## config.mk

```make
export PLATFORM = sky130hd
export DESIGN_NAME = roller_vid_agen
export DESIGN_NICKNAME = d
export VERILOG_FILES = /design/src/rtl/roller_vid_pkg.sv /design/src/rtl/roller_fetch_seq.sv /design/src/rtl/roller_pix_shift.sv /design/src/rtl/roller_vid_agen.sv
export SDC_FILE = /design/constraint.sdc
export NUM_CORES = 1
export LEC_CHECK = 0
export ABC_AREA = 1
export BUFFER_PORTS_ARGS = -buffer_cell sky130_fd_sc_hd__buf_2
export CAP_MARGIN = 40
export CORE_ASPECT_RATIO = 1.75
export CORE_MARGIN = 2
export CORE_UTILIZATION = 37
export DETAILED_ROUTE_END_ITERATION = 8
export SYNTH_ARGS = -nofsm -noshare
export SYNTH_HDL_FRONTEND = slang
export SYNTH_SLANG_ARGS = --single-unit
```

## constraint.sdc

```tcl
create_clock -name clk -period 2.4 [get_ports clk]
set_clock_uncertainty 0.2 [all_clocks]
set_input_delay 0.48 -clock clk [delete_from_list [all_inputs] [get_ports clk]]
set_output_delay 0.48 -clock clk [all_outputs]
set_load 0.05 [all_outputs]
```

## src/rtl/roller_vid_pkg.sv

```systemverilog
package roller_vid_pkg;

  localparam int ADDR_W = 17;

  typedef enum logic [1:0] {
    RK_NONE,
    RK_TLO,
    RK_THI,
    RK_PIX
  } rd_kind_t;

  // entry layout: [15:13] 16 KB block, [12:3] offset/16, [2:0] line in cell
  function automatic logic [ADDR_W-1:0] entry_to_addr(input logic [15:0] e);
    return {e[15:13], e[12:3], 1'b0, e[2:0]};
  endfunction

endpackage

```

## src/rtl/roller_fetch_seq.sv

```systemverilog
module roller_fetch_seq
  import roller_vid_pkg::*;
#(
  parameter int H_ACTIVE = 720,
  parameter int H_TOTAL  = 800,
  parameter int V_TOTAL  = 312,
  parameter int HC_W     = 10,
  parameter int VC_W     = 9
) (
  input  logic              clk,
  input  logic              rst,
  input  logic [HC_W-1:0]   hcnt_i,
  input  logic [VC_W-1:0]   vcnt_i,
  input  logic [6:0]        tbl_sel_i,
  input  logic [7:0]        voffs_i,
  input  logic [7:0]        mem_rdata_i,
  output logic [ADDR_W-1:0] mem_addr_o,
  output logic              mem_rd_o,
  output logic [7:0]        byte_o
);

  localparam logic [HC_W-1:0] HA     = HC_W'(H_ACTIVE);
  localparam logic [HC_W-1:0] HA1    = HC_W'(H_ACTIVE + 1);
  localparam logic [HC_W-1:0] PRE    = HC_W'(H_TOTAL - 8);
  localparam logic [HC_W-1:0] LAST_K = HC_W'(H_ACTIVE - 8);
  localparam logic [VC_W-1:0] VLAST  = VC_W'(V_TOTAL - 1);
  localparam logic [ADDR_W-1:0] STRIDE = ADDR_W'(8);

  logic [VC_W-1:0]   nxt_line;
  logic [7:0]        tbl_idx;
  logic [ADDR_W-1:0] addr_q, ptr_q, start_q;
  logic              rd_q;
  rd_kind_t          kind_q, kind_d;
  logic [7:0]        lo_q, byte_q;

  always_comb begin
    nxt_line = (vcnt_i == VLAST) ? '0 : vcnt_i + 1'b1;
    tbl_idx  = 8'(nxt_line) + voffs_i;
  end

  // read issue: table pair at start of blank, pixel bytes one byte time early
  always_ff @(posedge clk) begin
    if (rst) begin
      rd_q   <= 1'b0;
      kind_q <= RK_NONE;
      addr_q <= '0;
      ptr_q  <= '0;
    end else begin
      rd_q   <= 1'b0;
      kind_q <= RK_NONE;
      if (hcnt_i == HA) begin
        rd_q   <= 1'b1;
        kind_q <= RK_TLO;
        addr_q <= {tbl_sel_i[6:4], 1'b0, tbl_sel_i[3:0], tbl_idx, 1'b0};
      end else if (hcnt_i == HA1) begin
        rd_q   <= 1'b1;
        kind_q <= RK_THI;
        addr_q <= {addr_q[ADDR_W-1:1], 1'b1};
      end else if (hcnt_i == PRE) begin
        rd_q   <= 1'b1;
        kind_q <= RK_PIX;
        addr_q <= start_q;
        ptr_q  <= start_q + STRIDE;
      end else if (hcnt_i < LAST_K && hcnt_i[2:0] == 3'd0) begin
        rd_q   <= 1'b1;
        kind_q <= RK_PIX;
        addr_q <= ptr_q;
        ptr_q  <= ptr_q + STRIDE;
      end
    end
  end

  // capture returning data by kind, one cycle after the strobe
  always_ff @(posedge clk) begin
    if (rst) begin
      kind_d  <= RK_NONE;
      lo_q    <= '0;
      start_q <= '0;
      byte_q  <= '0;
    end else begin
      kind_d <= kind_q;
      case (kind_d)
        RK_TLO:  lo_q    <= mem_rdata_i;
        RK_THI:  start_q <= entry_to_addr({mem_rdata_i, lo_q});
        RK_PIX:  byte_q  <= mem_rdata_i;
        default: ;
      endcase
    end
  end

  assign mem_addr_o = addr_q;
  assign mem_rd_o   = rd_q;
  assign byte_o     = byte_q;

  // low-byte read is always followed by the high byte at the next address
  p_tbl_pair_r2: assert property (@(posedge clk) disable iff (rst)
    (kind_q == RK_TLO) |=> (rd_q && kind_q == RK_THI && addr_q == $past(addr_q) + 1));

  // pixel reads only in the slots one byte time ahead
  p_pix_slot_r8: assert property (@(posedge clk) disable iff (rst)
    (kind_q == RK_PIX) |-> ($past(hcnt_i) == PRE || $past(hcnt_i[2:0]) == 3'd0));

endmodule

```

## src/rtl/roller_pix_shift.sv

```systemverilog
module roller_pix_shift #(
  parameter int H_ACTIVE = 720,
  parameter int V_ACTIVE = 256,
  parameter int HC_W     = 10,
  parameter int VC_W     = 9
) (
  input  logic            clk,
  input  logic            rst,
  input  logic [HC_W-1:0] hcnt_i,
  input  logic [VC_W-1:0] vcnt_i,
  input  logic            inverse_i,
  input  logic [7:0]      byte_i,
  output logic            pix_out_o,
  output logic            pix_valid_o
);

  localparam logic [HC_W-1:0] HA = HC_W'(H_ACTIVE);
  localparam logic [VC_W-1:0] VA = VC_W'(V_ACTIVE);

  logic       active;
  logic [7:0] sh_q;
  logic       pix_q, val_q;

  assign active = (hcnt_i < HA) && (vcnt_i < VA);

  always_ff @(posedge clk) begin
    if (rst) begin
      sh_q  <= '0;
      pix_q <= 1'b0;
      val_q <= 1'b0;
    end else if (active) begin
      val_q <= 1'b1;
      if (hcnt_i[2:0] == 3'd0) begin
        pix_q <= byte_i[7] ^ inverse_i;
        sh_q  <= {byte_i[6:0], 1'b0};
      end else begin
        pix_q <= sh_q[7] ^ inverse_i;
        sh_q  <= {sh_q[6:0], 1'b0};
      end
    end else begin
      val_q <= 1'b0;
      pix_q <= 1'b0;
    end
  end

  assign pix_out_o   = pix_q;
  assign pix_valid_o = val_q;

  // outside the visible area the output is dark, whatever inverse says
  p_blank_dark_r6: assert property (@(posedge clk) disable iff (rst)
    !pix_valid_o |-> !pix_out_o);

  // the visible run ends right after the last active pixel position
  p_valid_end_r6: assert property (@(posedge clk) disable iff (rst)
    $fell(pix_valid_o) |-> ($past(hcnt_i) == HA));

endmodule

```

## src/rtl/roller_vid_agen.sv

```systemverilog
module roller_vid_agen
  import roller_vid_pkg::*;
#(
  parameter int BYTES_PER_LINE = 90,
  parameter int H_TOTAL        = 800,
  parameter int V_ACTIVE       = 256,
  parameter int V_TOTAL        = 312,
  parameter int HC_W           = $clog2(H_TOTAL),
  parameter int VC_W           = $clog2(V_TOTAL)
) (
  input  logic              clk,
  input  logic              rst,
  input  logic [HC_W-1:0]   hcnt_i,
  input  logic [VC_W-1:0]   vcnt_i,
  input  logic [6:0]        tbl_sel_i,
  input  logic [7:0]        voffs_i,
  input  logic              inverse_i,
  input  logic [7:0]        mem_rdata_i,
  output logic [ADDR_W-1:0] mem_addr_o,
  output logic              mem_rd_o,
  output logic              pix_out_o,
  output logic              pix_valid_o
);

  localparam int H_ACTIVE = BYTES_PER_LINE * 8;

  logic [7:0] cur_byte;

  roller_fetch_seq #(
    .H_ACTIVE (H_ACTIVE),
    .H_TOTAL  (H_TOTAL),
    .V_TOTAL  (V_TOTAL),
    .HC_W     (HC_W),
    .VC_W     (VC_W)
  ) u_fetch (
    .clk         (clk),
    .rst         (rst),
    .hcnt_i      (hcnt_i),
    .vcnt_i      (vcnt_i),
    .tbl_sel_i   (tbl_sel_i),
    .voffs_i     (voffs_i),
    .mem_rdata_i (mem_rdata_i),
    .mem_addr_o  (mem_addr_o),
    .mem_rd_o    (mem_rd_o),
    .byte_o      (cur_byte)
  );

  roller_pix_shift #(
    .H_ACTIVE (H_ACTIVE),
    .V_ACTIVE (V_ACTIVE),
    .HC_W     (HC_W),
    .VC_W     (VC_W)
  ) u_shift (
    .clk         (clk),
    .rst         (rst),
    .hcnt_i      (hcnt_i),
    .vcnt_i      (vcnt_i),
    .inverse_i   (inverse_i),
    .byte_i      (cur_byte),
    .pix_out_o   (pix_out_o),
    .pix_valid_o (pix_valid_o)
  );

  // the first cycle out of reset is quiet
  p_reset_quiet_r1: assert property (@(posedge clk) disable iff (rst)
    $past(rst) |-> (!mem_rd_o && !pix_valid_o && !pix_out_o));

endmodule

```

== After elaboration in Yosys (flattened, before gate mapping) ==
Cells that the tools add are included.

* Register bits: 81
* Bits in latches: 0
* Bits in writable memories: 0
* Memory bits (read-only): 0
* Input port bits: 45
* Output and inout port bits: 20
* Word-level logic and storage cells: 63
* Memories: 0

* Add/sub/neg operators: 4
* $mul: 0
* Div/mod/pow operators: 0
* Magnitude comparators: 3
* Eq/ne operators: 8
* Shift operators: 0
* Muxes and demuxes: 18
* Bitwise gates (word level): 5
* Reduce and logical (&&, ||, !) cells: 11

{| class="wikitable"
|+ Operator list
! cell !! number
|-
| 2-to-1 mux 17 bit || 6
|-
| adder 17 x 4 -> 17 bit, second input constant || 2
|-
| equality test 10 bit, second input constant || 3
|-
| < comparator 10 bit, second input constant || 2
|-
| 2-to-1 mux 8 bit || 2
|-
| equality test 9 bit, second input constant || 1
|-
| < comparator 9 bit, second input constant || 1
|-
| adder 8 x 1 -> 8 bit, second input constant || 1
|-
| adder 8 bit || 1
|-
| 2-to-1 mux 1 bit || 7
|-
| 2-to-1 mux 2 bit || 3
|-
| nonzero test 3 bit || 2
|-
| equality test 2 bit, second input constant || 2
|-
| AND reduction 2 bit || 2
|-
| OR reduction 2 bit || 2
|-
| logical NOT 3 bit || 1
|-
| NOT 1 bit || 3
|-
| AND reduction 3 bit || 1
|-
| equality test 2 x 1 -> 1 bit, second input constant || 1
|-
| logical AND 1 bit || 2
|-
| != test 2 x 1 -> 1 bit, second input constant || 1
|-
| nonzero test 2 bit || 1
|-
| XOR 1 bit || 2
|}

== Longest topological paths before layout ==
Gate-level depths: netlist of run 1.

* Depth after elaboration: 6
* Mapped depth: 16
* Gate-level depth less buffers: 16

== Cells and area by module ==
Synthesis of run 1 repeated with hierarchy kept, for this count alone.

* Cell total of the unflattened synthesis: 709
* Area, all modules: 4,604.4 µm²

{| class="wikitable"
|+ Modules (own cells, without submodules)
! module !! instances !! cells each !! area each (µm²) !! sequential area each (µm²)
|-
| roller_fetch_seq || 1 || 621 || 4,056.4 || 1,421.4
|-
| roller_pix_shift || 1 || 88 || 548.0 || 180.2
|}

== Least setup slack after synthesis of run 1 ==
Ideal clock, no wire load.

* Path type: in2reg
* Start point: in vcnt_i[0]
* End point: reg u_fetch.addr_q[6], in the netlist u_fetch.mem_addr_o[6]
* Setup time: 118 ps
* Data arrival time: 2,255 ps
* Data required time: 2,082 ps
* Setup slack: -173 ps
* Cell stages on the path: 15
* Path buffers: 0
* Cell sequence: ha_1 nand2_1 nor4_1 nor2_1 o21a_1 ha_1 nand2_1 nand2_1 o21bai_1 nor2_1 nand2_1 nand2_1 nor2_1 nor2_1 nor2_1

* Word-level cells in the longest chain between the ends: 4
* Elaborated cells on any way between the ends: 5
* Classes of those cells: 2 x add/sub; 1 x eq/ne; 2 x mux

{| class="wikitable"
|+ RTL lines
! element !! line !! text
|-
| from (decl) || roller_vid_agen.sv:14 || <nowiki>input logic [VC_W-1:0] vcnt_i,</nowiki>
|-
| adder 8 x 1 -> 8 bit / equality test 9 bit (equally long branches) || roller_fetch_seq.sv:37 || <nowiki>nxt_line = (vcnt_i == VLAST) ? '0 : vcnt_i + 1'b1;</nowiki>
|-
| 2-to-1 mux 8 bit * || roller_fetch_seq.sv:37 ||
|-
| adder 8 bit * || roller_fetch_seq.sv:38 || <nowiki>tbl_idx = 8'(nxt_line) + voffs_i;</nowiki>
|-
| 2-to-1 mux 17 bit * || roller_fetch_seq.sv:51 || <nowiki>if (hcnt_i == HA) begin</nowiki>
|-
| to (signal assigned) || roller_fetch_seq.sv:54 || <nowiki>addr_q <= {tbl_sel_i[6:4], 1'b0, tbl_sel_i[3:0], tbl_idx, 1'b0};</nowiki>
|-
| to (signal assigned) || roller_fetch_seq.sv:58 || <nowiki>addr_q <= {addr_q[ADDR_W-1:1], 1'b1};</nowiki>
|-
| to (signal assigned) || roller_fetch_seq.sv:62 || <nowiki>addr_q <= start_q;</nowiki>
|-
| to (decl) || roller_fetch_seq.sv:31 || <nowiki>logic [ADDR_W-1:0] addr_q, ptr_q, start_q;</nowiki>
|}

Every way passes the cells marked *; elsewhere a longest branch is shown, timed or not.
A chain may end at the register's enable or synchronous reset.

== Worst setup path after layout of run 1 ==
* Start point: in vcnt_i[3]
* End point: reg u_fetch.addr_q[6], in the netlist u_fetch.mem_addr_o[6]

The elaborated chain is that of the path after synthesis.

==> results.py, run 1 <==
metrics = {
    "worst_setup_path": {
        "r2r-end": "u_fetch.ptr_q[13]",
        "cp_max_fo": 4,
        "r2r_slack_ns": 0.47,
        "crit_arrival_ns": 2.32,
        "worst-r2r-cell-count": 10,
        "startpoint": "vcnt_i[3]",
        "crit_end": "u_fetch.mem_addr_o[6]",
        "critical-path-max-stage-delay_ns": 0.38,
        "setup.worst_path.start_class": "input pin",
        "cpMaxStageDelayCell": "nor4_4",
        "endpoint_kind": "register",
        "reg2reg_from": "u_fetch.ptr_q[3]",
        "crit_path_frequent_cell": "nor2_1",
        "crit_chain": "buf_6 -> inv_2 -> nand4_1 -> nor4_4 -> nor2_1 -> o21a_1 -> ha_4 -> nand2_2 -> nand2_2 -> o21bai_1 -> nor2_1 -> nand2_1 -> nand2_1 -> nor2_1 -> nor2_1 -> nor2_1",
        "worstPathRequired_ns": 2.43,
        "path_class": "in2reg",
    },
    "routing": {
        "via_count": 4307,
        "ant_nets": 0,
        "drt_first_pass_iters": 5,
        "vias_per_cell": 4.81,
        "routedWlPerCell_um": 12.8,
        "initialDrtViolationCount": 183,
        "routed_wl_um": 11500,
        "drcViolationCount": 0,
    },
    "die": {
        "rows": 52,
        "die-area_mm2": 0.0128,
        "pin_count": 65,
        "core_mm2": 0.0116,
        "die_w_um": 86.2,
        "die_h_um": 148,
        "start_util": 0.378,
    },
    "logic_synthesis": {
        "synthTopCellsByArea": "dfxtp_1 (37%), nand2_1 (11%), nor2_1 (11%)",
        "yosysTopAreaCell": "dfxtp_1",
        "yosys_most_used_dff": "dfxtp_1",
        "synth-seq-cells": 80,
        "netlist_area_mm2": 0.00438,
        "syn-num-nets": 730,
        "synth_warnings": 0,
        "netlist.area_leader.share": 0.366,
        "synth_cell_types": 38,
        "syn_inst": 675,
        "async_flop_share": 0,
        "avgSynthCellArea_um2": 6.49,
        "yosysSeqAreaShare": 0.366,
        "synth-edff-count": 0,
    },
    "finish": {
        "num-nets-final": 812,
        "synthToLayoutAreaGrowth_pct": 22.0,
        "drive_above_1_share": 0.196,
        "num-fill-cells": 1243,
        "diodes": 0,
        "final_cell_mix": "nand2_1 (127), nor2_1 (124), inv_1 (88)",
        "final_common_cell": "nand2_1",
    },
    "global_route": {
        "grt_max_degree": 68,
        "grt_usage": 0.185,
        "grt_pass1_wl_um": 18900,
        "grt_pass1_vias": 4163,
        "gr-total-overflow": 0,
        "antenna_found_initial": 0,
    },
    "cts": {
        "worstSkewPairLatency_ns": 0.34,
        "cts_hold_buf": 0,
        "tritoncts": "built",
        "clkSinkCount": 80,
        "numCtsBuffers": 9,
        "cts_root_buf": "clkbuf_16",
        "clock_path_buffers": 2,
        "path_clk_slew_ns": 0.06,
        "h-tree-depth": 3,
    },
    "timing": {
        "slew_viol_final": 0,
        "whs_ns": 0.218,
        "hold_violations": 0,
        "slew_headroom": 0.705,
        "setup_viol_count_final": 0,
        "period_share": 0.953,
        "rsz0062_at_grt": "yes",
        "clock.fmax_ghz": 0.437,
        "tightest_slew_ns": 0.441,
        "min_period_ns": 2.29,
    },
    "power": {
        "total_leakage_power_nw": 2.56,
        "p_total_mw": 3.16,
        "ir_worst_vdd_v": 0.000372,
        "power_per_cell_area_mw_per_mm2": 592,
    },
    "run_status": {
        "status": "complete, no violations",
    },
    "placement": {
        "portBuffers": 64,
        "dp_hpwl_um": 8900,
        "globalplace.congestion": 0.882,
    },
    "flow_run": {
        "cap_violations": 0,
    },
    "worst_hold_path": {
        "holdCritPathClass": "reg2reg",
    },
}
## timing repair
item	4_1_cts	5_1_grt
setup endpoints to repair	0	5
buffers inserted	0	2
resized for setup	0	12
## through the flow
stage          utilization  setup TNS, ns  cell area [um2]  cells  setup WS, ns
6_report             0.461              0             5340    896         0.113
5_1_grt              0.461        -0.0534             5340    896       -0.0534
4_1_cts              0.457              0             5290    894        0.0988
3_5_place_dp         0.432          -1.39             5000    879        -0.252
3_3_place_gp         0.432          -1.10             5000    879        -0.214
2_1_floorplan            -              0             4410    675        0.0122
## synth_stat cells, types with 6 or more instances
cell type,count
inv_1,91
o21ai_1,26
nor3_1,6
dfxtp_1,80
nand2_1,130
nand3_1,31
a21oi_1,28
ha_1,9
nor2_1,126
clkbuf_1,8
xor2_1,11
o21ai_0,64
inv_2,8
## worst min path at each step
stage                 startpoint           endpoint  slack, ns  cells past startpoint
2_1_floorplan  u_fetch.kind_q[0]  u_fetch.kind_d[0]       0.19                      2
3_3_place_gp   u_fetch.kind_q[0]  u_fetch.kind_d[0]       0.20                      2
3_5_place_dp   u_fetch.kind_q[1]  u_fetch.kind_d[1]       0.21                      2
4_1_cts        u_fetch.kind_q[1]  u_fetch.kind_d[1]       0.22                      2
5_1_grt           mem_rdata_i[6]    u_fetch.lo_q[6]       0.24                      3
6_report       u_fetch.kind_q[1]  u_fetch.kind_d[1]       0.22                      2
## critical path: cells and delay by family
family,cells,cell delay [ns]
compound gates,2,0.28
fa+ha+maj,1,0.26
buf+inv,2,0.13
simple gates,11,1.14
## report_power, final
part / switching (mW) / internal, mW
registers: 0.0200 / 1.36
clock network: 0.547 / 0.804
logic: 0.261 / 0.169
## routing by layer
layer,global-route usage,vias up,part of all wire
li1,-,2278,-
met1,0.197,1920,0.40
met2,0.350,86,0.54
met3,0.0296,23,0.029
met4,0.0742,0,0.026
met5,0,-,0
## kinds of logic (layout without fill, tap and decap cells)
family,after synthesis,in the layout,synth area share
fa+ha+maj,10,10,0.0303
simple gates,328,328,0.323
xor+xnor,13,13,0.0260
flops,80,80,0.366
buf+inv,121,207,0.111
compound gates,123,123,0.144
## layout make-up
cell class	instances	area, um2	share of cell area
Sequential cell	80	1600	0.300
Clock inverter	6	68.8	0.0129
Tap cell	135	169	0.0316
Multi-Input combinational cell	474	2340	0.439
Inverter	101	384	0.0719
Clock buffer	9	225	0.0422
Timing Repair Buffer	91	548	0.103
## flip-flops by register name (all words and copies together) (netlist names)
signal and count:
u_fetch.kind_q 2, u_shift.pix_out_o 1, u_fetch.byte_o 8, u_fetch.kind_d 2, u_fetch.start_q 16, u_fetch.lo_q 8
u_fetch.mem_addr_o 17, u_fetch.mem_rd_o 1, u_shift.pix_valid_o 1, u_shift.sh_q 7, u_fetch.ptr_q 17
(Power assumes the default switching activity.)
==> inputs of run 2 (changes only) <==
--- a/config.mk
+++ b/config.mk
@@ -5,7 +5,6 @@
 export SDC_FILE = /design/constraint.sdc
 export NUM_CORES = 1
 export LEC_CHECK = 0
-export ABC_AREA = 1
 export BUFFER_PORTS_ARGS = -buffer_cell sky130_fd_sc_hd__buf_2
 export CAP_MARGIN = 40
 export CORE_ASPECT_RATIO = 1.75
@@ -14,4 +13,6 @@
 export DETAILED_ROUTE_END_ITERATION = 8
 export SYNTH_ARGS = -nofsm -noshare
 export SYNTH_HDL_FRONTEND = slang
+export SYNTH_HIERARCHICAL = 1
 export SYNTH_SLANG_ARGS = --single-unit
+export TNS_END_PERCENT = 1
==> results.py, run 2 <==
metrics = {
    "global_route": {
        "gr-total-overflow": 0,
        "grt_pass1_wl_um": 17700,
        "grt_usage": 0.200,
        "grt_pass1_vias": 3669,
        "grt_max_degree": 51,
        "antenna_found_initial": 0,
    },
    "cts": {
        "post_cts_buffers": 0,
        "clock_path_buffers": 2,
        "worstSkewPairLatency_ns": 0.34,
        "cts_root_buf": "clkbuf_16",
        "clkSinkCount": 80,
        "path_clk_slew_ns": 0.06,
        "tritoncts": "built",
        "numCtsBuffers": 9,
        "h-tree-depth": 3,
    },
    "worst_setup_path": {
        "crit_arrival_ns": 2.70,
        "path_class": "in2reg",
        "path_delay_family": "simple AND/OR/NAND/NOR gates",
        "reg2reg_from": "u_fetch/ptr_q[6]",
        "worstPathRequired_ns": 2.44,
        "cpMaxStageDelayCell": "or4b_4",
        "crit_path_frequent_cell": "o21a_1",
        "crit_chain": "buf_6 -> or4b_4 -> nor3_4 -> nor2_1 -> ha_2 -> inv_2 -> fa_2 -> nor2b_2 -> o31a_1 -> o21a_1 -> o21a_1 -> o32ai_2",
        "critical-path-max-stage-delay_ns": 0.54,
        "startpoint": "vcnt_i[6]",
        "cp_max_fo": 4,
        "setup.worst_path.start_class": "input pin",
        "crit_buf_inv": 2,
        "endpoint_kind": "register",
    },
    "timing": {
        "period_share": 1.11,
        "min_period_ns": 2.66,
        "clock.fmax_ghz": 0.376,
        "tightest_slew_ns": 0.564,
        "slew_viol_final": 0,
        "slew_headroom": 0.623,
        "setup_viol_count_final": 3,
        "hold_violations": 0,
        "setup_ws_ns": -0.257,
        "rsz0062_at_grt": "yes",
    },
    "finish": {
        "design_area_mm2": 0.00508,
        "register_area_mm2": 0.00160,
        "final_common_cell": "nand2_1",
        "synthToLayoutAreaGrowth_pct": 27.3,
        "num-nets-final": 625,
        "final_cell_mix": "nand2_1 (96), dfxtp_1 (80), buf_2 (63)",
        "multi_input_area_mm2": 0.00230,
        "post-route-util": 0.480,
        "drive_above_1_share": 0.271,
        "diodes": 0,
        "num-fill-cells": 1046,
    },
    "logic_synthesis": {
        "netlist_area_mm2": 0.00399,
        "async_flop_share": 0,
        "syn_inst": 478,
        "netlist.area_leader.share": 0.402,
        "yosysSeqAreaShare": 0.402,
        "synth-edff-count": 0,
        "synth_commonest_cells": "nand2_1 (96), dfxtp_1 (80), a21oi_1 (56)",
        "synth_cell_types": 58,
        "synth-seq-cells": 80,
        "syn-num-nets": 533,
        "yosysTopAreaCell": "dfxtp_1",
        "synthTopCellsByArea": "dfxtp_1 (40%), nand2_1 (9.0%), a21oi_1 (7.0%)",
        "synth_warnings": 6,
        "yosys_most_used_dff": "dfxtp_1",
        "synth.most_common_cell": "nand2_1",
        "avgSynthCellArea_um2": 8.34,
    },
    "die": {
        "die-area_mm2": 0.0117,
        "die_w_um": 82.5,
        "start_util": 0.377,
        "rows": 50,
        "pin_count": 65,
        "die_h_um": 141,
        "core_mm2": 0.0106,
    },
    "routing": {
        "ant_nets": 0,
        "initialDrtViolationCount": 181,
        "drt_first_pass_iters": 4,
        "drcViolationCount": 0,
        "routedWlPerCell_um": 15.7,
        "routed_wl_um": 11100,
        "vias_per_cell": 5.38,
        "via_count": 3795,
    },
    "placement": {
        "portBuffers": 64,
        "dp_hpwl_um": 8660,
        "dpl_cell_area_mm2": 0.00476,
        "globalplace.congestion": 0.931,
    },
    "power": {
        "ir_worst_vdd_v": 0.000443,
        "total_leakage_power_nw": 1.96,
        "power_per_cell_area_mw_per_mm2": 594,
    },
    "run_status": {
        "violations": "setup timing",
        "status": "complete, but fails checks",
    },
    "flow_run": {
        "cap_violations": 0,
    },
    "worst_hold_path": {
        "holdCritStartpoint": "tbl_sel_i[2]",
        "holdCritPathClass": "in2reg",
    },
}
==> run 2: changes by cell type in the layout (fill, tap and decap cells not counted), moves of 12 or more <==
cell and delta:
a211oi_1 +12, a21oi_1 +29, buf_4 +13, inv_1 -82
mux2i_1 +12, nand2_1 -31, nor2_1 -102, o21ai_0 -55
o21ai_1 -26
==> run 2: cells by family after synthesis <==
logic type	after synthesis	synth area share
AOI/OAI and AO/OA	123	0.208
xor gates and xnor gates	12	0.0263
buffers and inverters	33	0.0323
muxes	23	0.0612
adders and majority gates	10	0.0333
and+or+nand+nor	197	0.238
DFF	80	0.402
==> run 2: worst register-to-register path, delay by kind of cell, from the launching register on <==
kind / cells / cell delay (ns)
flops: 1 / 0.44
simple gates: 4 / 1.37
compound gates: 1 / 0.09
==> run 2: timing repair <==
action | 4_1_cts | 5_1_grt
resized for setup | 5 | 2
pin swaps | 1 | 0
hold buffers | 0 | 0
setup endpoints to repair | 6 | 6
gates cloned | 0 | 0
==> run 2: final timing paths <==
path,slack (ns),endpoint,depth (start not counted)
hold reg to reg,0.24,u_fetch/kind_d[0],1
setup / recovery,-0.26,u_fetch/mem_addr_o[7],12
hold / removal,0.20,u_fetch/mem_addr_o[11],3
setup reg to reg,0.22,u_fetch/ptr_q[16],5
==> run 2: layer usage <==
layer  up-vias  wire length, um  GRT usage
li1       1903                -          -
met1      1779             4200      0.213
met2        88             6100      0.365
met3        25              387     0.0363
met4         0              403     0.0939
met5         -                0          0
==> run 2: area by class of cell <==
class / instances / share of cell area
multi-input cells: 365 / 0.453
flip-flops and latches: 80 / 0.316
repair buffers: 107 / 0.138
clock buffers: 14 / 0.0540
well taps: 130 / 0.0320
inverters: 7 / 0.00518
clock inverters: 2 / 0.00246
==> run 2: through the flow <==
step | cells | setup WS (ns) | TNS [ns] | total power [mW] | hold WS, ns
5_1_grt | 705 | -0.362 | -0.994 | 3.15 | 0.206
3_3_place_gp | 689 | -0.665 | -3.21 | 1.73 | 0.222
2_1_floorplan | 478 | -0.436 | -1.36 | 1.57 | 0.214
4_1_cts | 705 | -0.259 | -0.592 | 3.05 | 0.191
6_report | 705 | -0.257 | -0.541 | 3.01 | 0.199
3_5_place_dp | 689 | -0.728 | -3.54 | 1.74 | 0.234
==> run 2: report_power, final <==
part           switching, mW  internal, mW  total [mW]
sequential            0.0103          1.35        1.36
combinational          0.197         0.160       0.357
clock                  0.516         0.784        1.30
total                  0.723          2.29        3.01
